===== config.mk =====
export PLATFORM = sky130hd
export DESIGN_NAME = csdec_top
export DESIGN_NICKNAME = d
export VERILOG_FILES = /design/src/rtl/csdec_pkg.sv /design/src/rtl/csdec_regs.sv /design/src/rtl/csdec_match.sv /design/src/rtl/csdec_arb.sv /design/src/rtl/csdec_top.sv
export SDC_FILE = /design/constraint.sdc
export NUM_CORES = 1
export LEC_CHECK = 0
export ABC_AREA = 1
export BUFFER_PORTS_ARGS = -buffer_cell sky130_fd_sc_hd__buf_2
export CAP_MARGIN = 20
export CORE_MARGIN = 3
export CORE_UTILIZATION = 30
export CTS_BUF_LIST = sky130_fd_sc_hd__clkbuf_16
export CTS_CLUSTER_DIAMETER = 120
export DETAILED_ROUTE_END_ITERATION = 8
export GPL_TIMING_DRIVEN = 0
export SETUP_SLACK_MARGIN = 0.2
export SLEW_MARGIN = 10
export SYNTH_ARGS = -nofsm -noshare
export SYNTH_HDL_FRONTEND = slang
export SYNTH_SLANG_ARGS = --single-unit

===== constraint.sdc =====
create_clock -name clk -period 2 [get_ports clk]
set_input_delay 0.2 -clock clk [delete_from_list [all_inputs] [get_ports clk]]
set_output_delay 0.2 -clock clk [all_outputs]
set_load 0.05 [all_outputs]

===== src/rtl/csdec_pkg.sv =====
package csdec_pkg;
  localparam int unsigned DATA_W = 32;
  localparam int unsigned BASE_W = 16;
  localparam int unsigned SET_W  = 16;

  // qualifier positions in the low half of the mask word
  localparam int unsigned MQ_V  = 0;
  localparam int unsigned MQ_UD = 1;
  localparam int unsigned MQ_SD = 2;
  localparam int unsigned MQ_UC = 3;
  localparam int unsigned MQ_SC = 4;
  localparam int unsigned MQ_CI = 5;
  localparam int unsigned MQ_WP = 6;

  typedef struct packed {
    logic [3:0] waits;
    logic       aa;
    logic [1:0] ps;
    logic       bem;
    logic       bstr;
    logic       bstw;
  } sel_cfg_t;

  function automatic sel_cfg_t set_decode(input logic [SET_W-1:0] s);
    sel_cfg_t c;
    c.waits = s[3:0];
    c.aa    = s[4];
    c.ps    = s[6:5];
    c.bem   = s[7];
    c.bstr  = s[8];
    c.bstw  = s[9];
    return c;
  endfunction
endpackage


===== src/rtl/csdec_regs.sv =====
module csdec_regs
  import csdec_pkg::*;
#(
  parameter int unsigned NCH = 8,
  parameter logic [SET_W-1:0] BOOT_SET = 16'h001F,
  localparam int unsigned CHW = $clog2(NCH)
) (
  input  logic                          clk,
  input  logic                          rst_n,
  input  logic                          we,
  input  logic [CHW-1:0]                ch,
  input  logic [1:0]                    sel,
  input  logic [DATA_W-1:0]             wdata,
  output logic [NCH-1:0][BASE_W-1:0]    base_o,
  output logic [NCH-1:0][DATA_W-1:0]    mask_o,
  output logic [NCH-1:0][SET_W-1:0]     set_o,
  output logic                          boot_o
);
  for (genvar i = 0; i < NCH; i++) begin : g_ch
    localparam logic [SET_W-1:0] SET_RST = (i == 0) ? BOOT_SET : '0;
    logic hit_w;
    assign hit_w = we && (ch == CHW'(i));
    always_ff @(posedge clk or negedge rst_n) begin
      if (!rst_n) begin
        base_o[i] <= '0;
        mask_o[i] <= '0;
        set_o[i]  <= SET_RST;
      end else if (hit_w) begin
        case (sel)
          2'd0: base_o[i] <= wdata[BASE_W-1:0];
          2'd1: mask_o[i] <= wdata;
          2'd2: set_o[i]  <= wdata[SET_W-1:0];
          default: ;
        endcase
      end
    end
  end

  always_ff @(posedge clk or negedge rst_n) begin
    if (!rst_n) boot_o <= 1'b1;
    else if (we && ch == '0 && sel == 2'd1 && wdata[MQ_V]) boot_o <= 1'b0;
  end

  // boot mode once left never returns
  a_r6_boot_no_return: assert property (@(posedge clk) disable iff (!rst_n)
    !boot_o |=> !boot_o);
endmodule


===== src/rtl/csdec_match.sv =====
module csdec_match
  import csdec_pkg::*;
#(
  parameter int unsigned AW = 32,
  parameter bit IS_BOOT = 1'b0
) (
  input  logic [BASE_W-1:0] base,
  input  logic [DATA_W-1:0] mask,
  input  logic              boot,
  input  logic [AW-1:0]     addr,
  input  logic              wr,
  input  logic              sup,
  input  logic              code,
  input  logic              iack,
  output logic              hit,
  output logic              wp
);
  logic [BASE_W-1:0] diff;
  logic addr_ok, blocked;

  assign diff    = (addr[AW-1 -: BASE_W] ^ base) & ~mask[DATA_W-1 -: BASE_W];
  assign addr_ok = (diff == '0);

  always_comb begin
    if (iack)      blocked = mask[MQ_CI];
    else if (code) blocked = sup ? mask[MQ_SC] : mask[MQ_UC];
    else           blocked = sup ? mask[MQ_SD] : mask[MQ_UD];
  end

  always_comb begin
    if (boot) begin
      hit = IS_BOOT;
      wp  = 1'b0;
    end else begin
      hit = mask[MQ_V] && addr_ok && !blocked;
      wp  = mask[MQ_WP] && wr;
    end
  end
endmodule


===== src/rtl/csdec_arb.sv =====
module csdec_arb
  import csdec_pkg::*;
#(
  parameter int unsigned NCH = 8,
  localparam int unsigned CHW = $clog2(NCH)
) (
  input  logic                      clk,
  input  logic                      rst_n,
  input  logic                      valid,
  input  logic [NCH-1:0]            hit,
  input  logic [NCH-1:0]            wp,
  input  logic [NCH-1:0][SET_W-1:0] set_i,
  output logic [NCH-1:0]            cs_n,
  output sel_cfg_t                  cfg,
  output logic                      err
);
  logic [CHW-1:0] win;
  logic           any;
  logic           block;

  always_comb begin
    win = '0;
    for (int i = NCH - 1; i >= 0; i--) begin
      if (hit[i]) win = CHW'(i);
    end
  end

  assign any   = valid && (hit != '0);
  assign block = any && wp[win];

  always_ff @(posedge clk or negedge rst_n) begin
    if (!rst_n) begin
      cs_n <= '1;
      cfg  <= '0;
      err  <= 1'b0;
    end else begin
      cs_n <= '1;
      cfg  <= '0;
      err  <= block;
      if (any && !block) begin
        cs_n[win] <= 1'b0;
        cfg       <= set_decode(set_i[win]);
      end
    end
  end

  a_r5_one_select: assert property (@(posedge clk) disable iff (!rst_n)
    $onehot0(~cs_n));
  a_r4_err_no_select: assert property (@(posedge clk) disable iff (!rst_n)
    err |-> (&cs_n));
  a_r8_idle_quiet: assert property (@(posedge clk) disable iff (!rst_n)
    !valid |=> ((&cs_n) && !err));
  a_r7_cfg_zero_idle: assert property (@(posedge clk) disable iff (!rst_n)
    (&cs_n) |-> (cfg == '0));
endmodule


===== src/rtl/csdec_top.sv =====
module csdec_top
  import csdec_pkg::*;
#(
  parameter int unsigned NCH = 8,
  parameter int unsigned AW  = 32,
  parameter logic [15:0] BOOT_SET = 16'h001F,
  localparam int unsigned CHW = $clog2(NCH)
) (
  input  logic           clk,
  input  logic           rst_n,
  input  logic           reg_we,
  input  logic [CHW-1:0] reg_ch,
  input  logic [1:0]     reg_sel,
  input  logic [31:0]    reg_wdata,
  input  logic           acc_valid,
  input  logic [AW-1:0]  acc_addr,
  input  logic           acc_write,
  input  logic           acc_super,
  input  logic           acc_code,
  input  logic           acc_iack,
  output logic [NCH-1:0] cs_n,
  output logic [3:0]     sel_waits,
  output logic           sel_aa,
  output logic [1:0]     sel_ps,
  output logic           sel_bem,
  output logic           sel_bstr,
  output logic           sel_bstw,
  output logic           wp_err
);
  logic [NCH-1:0][BASE_W-1:0] base;
  logic [NCH-1:0][DATA_W-1:0] mask;
  logic [NCH-1:0][SET_W-1:0]  sets;
  logic                       boot;
  logic [NCH-1:0]             hit, wp;
  sel_cfg_t                   cfg;

  csdec_regs #(.NCH(NCH), .BOOT_SET(BOOT_SET)) u_regs (
    .clk(clk), .rst_n(rst_n), .we(reg_we), .ch(reg_ch), .sel(reg_sel),
    .wdata(reg_wdata), .base_o(base), .mask_o(mask), .set_o(sets),
    .boot_o(boot)
  );

  for (genvar i = 0; i < NCH; i++) begin : g_match
    csdec_match #(.AW(AW), .IS_BOOT(i == 0)) u_m (
      .base(base[i]), .mask(mask[i]), .boot(boot), .addr(acc_addr),
      .wr(acc_write), .sup(acc_super), .code(acc_code), .iack(acc_iack),
      .hit(hit[i]), .wp(wp[i])
    );

    // an invalid channel outside boot mode stays deasserted
    a_r2_invalid_quiet: assert property (@(posedge clk) disable iff (!rst_n)
      (!boot && !mask[i][MQ_V]) |=> cs_n[i]);
  end

  csdec_arb #(.NCH(NCH)) u_arb (
    .clk(clk), .rst_n(rst_n), .valid(acc_valid), .hit(hit), .wp(wp),
    .set_i(sets), .cs_n(cs_n), .cfg(cfg), .err(wp_err)
  );

  assign sel_waits = cfg.waits;
  assign sel_aa    = cfg.aa;
  assign sel_ps    = cfg.ps;
  assign sel_bem   = cfg.bem;
  assign sel_bstr  = cfg.bstr;
  assign sel_bstw  = cfg.bstw;

  a_r6_boot_claims: assert property (@(posedge clk) disable iff (!rst_n)
    (boot && acc_valid) |=> (!cs_n[0] && !wp_err));
endmodule


==> impl_metrics.env, run 1 <==
export IMPL_syn_to_final_growth_pct=19.15
export IMPL_routed_wl_um=68280
export IMPL_tightest_slew_ns=1.056
export IMPL_core_sq_um=64580
export IMPL_rows=93
export IMPL_detail_route_antenna_nets=0
export IMPL_startpoint="u_regs.boot_o"
export IMPL_yosysWarnings=0
export IMPL_clk_path_buf_depth=3
export IMPL_failed_checks="negative setup slack"
export IMPL_boundaryPins=96
export IMPL_outcome="finished, violations left"
export IMPL_hold_start="reg_wdata[13]"
export IMPL_grt_pass1_vias=16240
export IMPL_ys_seq_area_share_pct=52.69
export IMPL_cp_slowest_cell="dfstp_2"
export IMPL_cts_root_buffer="clkbuf_16"
export IMPL_die_h_um=261.6
export IMPL_required_ns=2.45
export IMPL_drtPass1Iterations=5
export IMPL_setup_viol=19
export IMPL_nNetsFinal=2781
export IMPL_hold_viol_final=0
export IMPL_yosysUniqueCellTypes=39
export IMPL_hold_worst_slack_ns=0.06504
export IMPL_power_uw=22740
export IMPL_cts_sinks=412
export IMPL_hold_path_class="in -> reg"
export IMPL_worstPathCellList="clkinv_4 -> nand2_2 -> nor2_4 -> nand2_1 -> inv_1 -> nand2_1 -> nor2_2 -> buf_4 -> nand3b_1 -> nand2_1 -> nand2_1 -> nand2_1 -> nand2_1 -> nand2_2 -> inv_2 -> buf_8 -> nand3_4 -> inv_4 -> nand2_1 -> nand2_1 -> nor2_1 -> nand2_1 -> nor2_4"
export IMPL_cp_max_fo=10
export IMPL_dp_hpwl_um=49260
export IMPL_synth_seq_cells=412
export IMPL_cpPeakStageDelay_ns=0.57
export IMPL_relSlewSlack_pct=29.63
export IMPL_cp_arrival_ns=3.01
export IMPL_holdPathStages=3
export IMPL_dr_first_iter_drc_count=1577
export IMPL_end_kind="flop"
export IMPL_leakage_uw=0.01137
export IMPL_finalCritPeriodShare_pct=128.0
export IMPL_peakVddDrop_v=0.0006213
export IMPL_critPathLaunchType="flop"
export IMPL_r2r_end="u_arb.cfg[1]"
export IMPL_grtUsageTotal_pct=19.94
export IMPL_synth_cells=2529
export IMPL_rrSetupSlack_ns=-0.56
export IMPL_crit_type="reg -> reg"
export IMPL_reg2reg_from="u_regs.boot_o"
export IMPL_grt_start_max_net_pins=105
export IMPL_gr_total_overflow=0
export IMPL_clk_latency_ns=0.57
export IMPL_rsz0062_at_grt="true"
export IMPL_grt_antenna_before_repair=5
export IMPL_crit_top_cell="nand2_1"
export IMPL_die_w_um=261.6
export IMPL_syn_nets=2606
export IMPL_holdPathEnd="u_regs.base_o[29]"
export IMPL_place_congestion=0.9017
export IMPL_drive_gt1_share_pct=11.95
export IMPL_avgSynthCellArea_sq_um=7.750
export IMPL_setup_ws_ns=-0.5608
export IMPL_vias_per_cell=4.908
export IMPL_reg2regPathDepth=23
export IMPL_die_area_sq_um=68440
export IMPL_grt_pass1_wl_um=102300
export IMPL_h_tree_depth=2
export IMPL_max_freq_mhz=390.5
export IMPL_port_buffers=74
export IMPL_start_util_pct=30.35
export IMPL_final_max_slew_violation_count=0
export IMPL_power_density_nw_per_um2=973.8
export IMPL_cts_buffers=44
export IMPL_clk_pin_slew_ns=0.06
export IMPL_drc=0
export IMPL_synth_area_sq_um=19600
export IMPL_cts_tree="done"
export IMPL_drv_cap=0
export IMPL_post_route_min_period_ns=2.561
export IMPL_wl_per_cell_um=19.05
export IMPL_clock_skew_final_ns=0.01481
export IMPL_vias=17600
## layout make-up
class | instances | area [sq um]
buffer | 127 | 679.4
clock buffer | 44 | 1101
timing repair buffer | 128 | 960.9
multi-input combinational | 1753 | 8118
sequential | 412 | 10330
clock inverter | 27 | 183.9
inverter | 238 | 910.9
antenna | 1 | 2.502
tap | 855 | 1070
fill | 6784 | 41230
## cell usage in the layout (no fill, tap or decap), types with 6 or more instances in the layout
master	netlist	layout
a21oi_1	19	15
buf_2	11	78
buf_4	15	47
buf_6	10	15
buf_8	0	7
clkbuf_1	90	90
clkbuf_16	0	45
clkinv_1	1	9
dfrtp_1	398	398
dfstp_2	14	14
dlygate4sd3_1	0	7
inv_1	229	238
inv_2	6	6
nand2_1	890	866
nand2_2	10	24
nand2_4	1	10
nand3_1	66	58
nand3_2	2	8
nand3b_1	64	64
nand4_1	44	44
nor2_1	207	187
nor2_2	4	16
nor2_4	0	8
o21ai_0	414	401
o21ai_1	2	9
o21ai_2	0	6
## worst max-delay path: cells and delay by family (launching register included)
| kind | cells | cell delay, ns |
|---|---|---|
| buffers and inverters | 6 | 0.59 |
| AND/OR/NAND/NOR | 17 | 1.29 |
| flip-flops | 1 | 0.57 |
## kinds of logic after synthesis
kind of cell / share of synthesized area [%]
AND/OR/NAND/NOR: 28.01
AO/OA/AOI/OAI: 11.39
flip-flops: 52.69
buffers and inverters: 7.769
XOR/XNOR: 0.1341
## Yosys cell counts, drive strengths merged
| master | n | share of area, % |
|---|---|---|
| nand2 | 901 | 17 |
| o21ai | 416 | 11 |
| dfrtp | 398 | 51 |
| inv | 237 | 4.6 |
| nor2 | 213 | 4.3 |
| clkbuf | 90 | 1.7 |
| nand3 | 69 | 1.9 |
| nand3b | 64 | 2.5 |
| nand4 | 45 | 1.5 |
| buf | 37 | 1.4 |
| a21oi | 22 | 0.66 |
| dfstp | 14 | 1.9 |
| or2 | 10 | 0.32 |
| nor3 | 3 | 0.077 |
| xnor2 | 3 | 0.13 |
| nor4 | 2 | 0.064 |
| a21boi | 1 | 0.038 |
| clkinv | 1 | 0.019 |
| nor3b | 1 | 0.038 |
| o21a | 1 | 0.038 |
| o21bai | 1 | 0.038 |
## state kept, by name (all words and copies together), names as in the netlist
signal / count
u_arb.cfg: 10
u_regs.set_o: 80
u_arb.cs_n: 8
u_arb.err: 1
u_regs.base_o: 128
u_regs.boot_o: 1
u_regs.mask_o: 184
## repair_timing
item | 4_1_cts | 5_1_grt
setup endpoints to repair | 19 | 45
endpoints found under the hold margin | 122 | 0
buffers inserted | 34 | 7
cloned | 2 | 1
resized for setup | 85 | 43
pin swaps | 40 | 25
hold buffers | 7 | 0
## metal layers
metal,vias up,part of all wire (%),global-route usage [%]
li1,8340,-,-
met1,8491,45,28.91
met2,641,44,30.80
met3,119,7.9,3.249
met4,4,2.6,5.390
met5,-,0.040,0
## metrics by stage
stage	cell area, sq um	setup slack, ns	util [%]	cells	setup TNS, ns
after global routing	23350	-0.7015	36.16	3584	-12.54
after CTS	23140	-0.5105	35.83	3576	-9.123
after global placement	21070	-7.843	32.63	3458	-3191.99
final	23350	-0.5608	36.16	3585	-10.25
after detailed placement	21190	-1.011	32.82	3462	-28.45
after floorplan	19630	-0.07468	-	2529	-0.6363
## power by group
group,switching [uW],internal (uW)
logic,2730,1590
registers,900,9860
clock network,3440,4230
## worst max-delay path by stage
stage	to	slack, ns	cells after the start
finish	u_arb.cfg[1]	-0.56	23
global route	u_arb.cfg[1]	-0.70	21
CTS	u_arb.cfg[0]	-0.51	19
detailed placement	u_arb.cfg[6]	-1.01	16
global placement	u_regs.mask_o[92]	-7.84	1
floorplan	u_arb.cfg[0]	-0.07	19
Power figures use the tool's default switching activity.
==> run 2: changes to the inputs <==
Settings changed: CAP_MARGIN 20 to default, GPL_TIMING_DRIVEN 0 to 1.
==> run 2 against run 1 <==
Against the previous run: the flow still finishes with violations (negative setup slack); first-iteration DRC count down 8.3%; die area did not move; non-clock buffer count increased by 61; clock-buffer cell count increased by 1; fmax up 2.1%; final cell count is 2.0% higher; critical path depth is 3 lower; utilization grew 1.3 points; critical path type unchanged; largest power group unchanged.
==> impl_metrics.env, run 2 (synthesis gave the netlist of run 1 again) <==
export IMPL_outcome="finished, violations left"
export IMPL_failed_checks="negative setup slack"
export IMPL_die_h_um=261.6
export IMPL_max_freq_mhz=398.8
export IMPL_grt_antenna_before_repair=6
export IMPL_clock_skew_final_ns=0.01699
export IMPL_startpoint="u_regs.base_o[113]"
export IMPL_final_util_pct=37.45
export IMPL_detail_route_antenna_nets=0
export IMPL_cts_buffers=44
export IMPL_cp_num_buf_inv=4
export IMPL_largest_register_ffs=184
export IMPL_power_density_nw_per_um2=958.2
export IMPL_peakVddDrop_v=0.0005706
export IMPL_final_max_slew_violation_count=0
export IMPL_setup_viol=19
export IMPL_wl_per_cell_um=18.14
export IMPL_place_congestion=0.9605
export IMPL_post_route_min_period_ns=2.507
export IMPL_finalCritPeriodShare_pct=125.4
export IMPL_clk_pin_slew_ns=0.06
export IMPL_gr_total_overflow=0
export IMPL_dp_hpwl_um=46400
export IMPL_h_tree_depth=2
export IMPL_vias_per_cell=4.740
export IMPL_reg2regPathDepth=20
export IMPL_clk_latency_ns=0.57
export IMPL_top_register="u_regs.mask_o"
export IMPL_pre_cts_ws_ns=-0.8375
export IMPL_relSlewSlack_pct=46.81
export IMPL_leakage_uw=0.01197
export IMPL_dpl_cell_count=3548
export IMPL_top_regs="u_regs.mask_o (184), u_regs.base_o (128), u_regs.set_o (80)"
export IMPL_reg2reg_from="u_regs.base_o[113]"
export IMPL_cts_root_buffer="clkbuf_16"
export IMPL_hold_worst_slack_ns=0.02615
export IMPL_end_kind="flop"
export IMPL_cts_tree="done"
export IMPL_cp_max_fo=5
export IMPL_nNetsFinal=2843
export IMPL_tightest_slew_ns=0.7970
export IMPL_setup_ws_ns=-0.5073
export IMPL_start_util_pct=30.35
export IMPL_dr_first_iter_drc_count=1446
export IMPL_die_area_sq_um=68440
export IMPL_crit_family="simple AND/OR/NAND/NOR gates"
export IMPL_grt_pass1_vias=16080
export IMPL_rsz0062_at_grt="true"
export IMPL_syn_to_final_growth_pct=23.41
export IMPL_die_w_um=261.6
export IMPL_crit_type="reg -> reg"
export IMPL_hold_path_class="in -> reg"
export IMPL_boundaryPins=96
export IMPL_grtUsageTotal_pct=19.49
export IMPL_core_sq_um=64580
export IMPL_drive_gt1_share_pct=17.16
export IMPL_final_cell_mix="nand2_1 (863), o21ai_0 (403), dfrtp_1 (398)"
export IMPL_hold_viol_final=0
export IMPL_drtPass1Iterations=6
export IMPL_cp_slowest_cell="dfrtp_1"
export IMPL_hold_start="reg_wdata[17]"
export IMPL_cpPeakStageDelay_ns=0.39
export IMPL_instances_no_fill=3656
export IMPL_routed_wl_um=66330
export IMPL_rrSetupSlack_ns=-0.51
export IMPL_critPathLaunchType="flop"
export IMPL_final_common_cell="nand2_1"
export IMPL_vias=17330
export IMPL_holdPathStages=3
export IMPL_rows=93
export IMPL_drc=0
export IMPL_port_buffers=79
export IMPL_crit_top_cell="nand2_1"
export IMPL_worstPathCellList="inv_1 -> nand2_1 -> nand3b_1 -> nand2_1 -> nor2_1 -> nand2_1 -> buf_4 -> nor2_2 -> nand2_1 -> nand2_2 -> inv_2 -> nand2_2 -> nand2_2 -> nand2_4 -> clkinv_4 -> nand3_2 -> nand2_4 -> nor2_8 -> nand3_4 -> nor2_1"
export IMPL_cts_sinks=412
export IMPL_grt_start_max_net_pins=107
export IMPL_path_depth=20
export IMPL_cp_arrival_ns=3.01
export IMPL_clk_path_buf_depth=3
export IMPL_grt_pass1_wl_um=100200
export IMPL_drv_cap=0
export IMPL_required_ns=2.50
-- run 2: changes by cell type in the layout (fill, tap and decap cells not counted), sizes merged --
cell	previous run	this run
bufbuf	0	1
buf	154	305
nor2	213	214
bufinv	2	1
clkinv	12	21
dlygate4sd3	7	9
clkbuf	138	46
diode	1	3
inv	250	248
-- run 2: path summary, 6_finish.rpt --
kind                                 endpoint
max reg2reg                      u_arb.cfg[4]
min in group asynchronous   u_regs.set_o[100]
max in group asynchronous  u_regs.base_o[100]
max                              u_arb.cfg[4]
min                         u_regs.mask_o[81]
min reg2reg                 u_regs.mask_o[49]
-- run 2: final cells by class --
class,count,area (sq um)
antenna,3,7.507
clock buffer,45,1126
clock inverter,33,163.9
fill,6715,40390
inverter,238,912.1
multi-input combinational,1754,8099
sequential,412,10330
tap,855,1070
timing repair buffer,316,2482
-- run 2: worst min-delay path: stages --
cell and delay (ns):
buf_2 0.07, inv_1 0.11, o21ai_0 0.18
-- run 2: report_power, final --
| group | internal, uW | total, uW | switching [uW] |
|---|---|---|---|
| Clock | 4170 | 7590 | 3410 |
| Combinational | 1900 | 4820 | 2920 |
| Sequential | 9860 | 10800 | 915 |
| Total | 15900 | 23200 | 7250 |
-- run 2: through the flow --
step                power (uW)  TNS, ns  instance area [sq um]
global route             24520   -12.07                  24180
finish                   23180   -9.125                  24190
CTS                      23280   -7.098                  24000
detailed placement       15520   -14.82                  22310
floorplan                13410  -0.6363                  19630
global placement         15400   -14.55                  22310
-- run 2: timing repair --
action,4_1_cts,5_1_grt
setup buffers,7,6
hold endpoints to repair,255,0
endpoints found under the setup margin,19,19
pin swaps,33,35
cloned,4,1
hold buffers,9,0
gates resized for setup,60,35
-- run 2: metal layers --
metal / wire (um) / global-route usage (%)
met1: 29790 / 26.94
met2: 29660 / 30.35
met3: 4642 / 4.091
met4: 2221 / 6.637
met5: 13 / 0
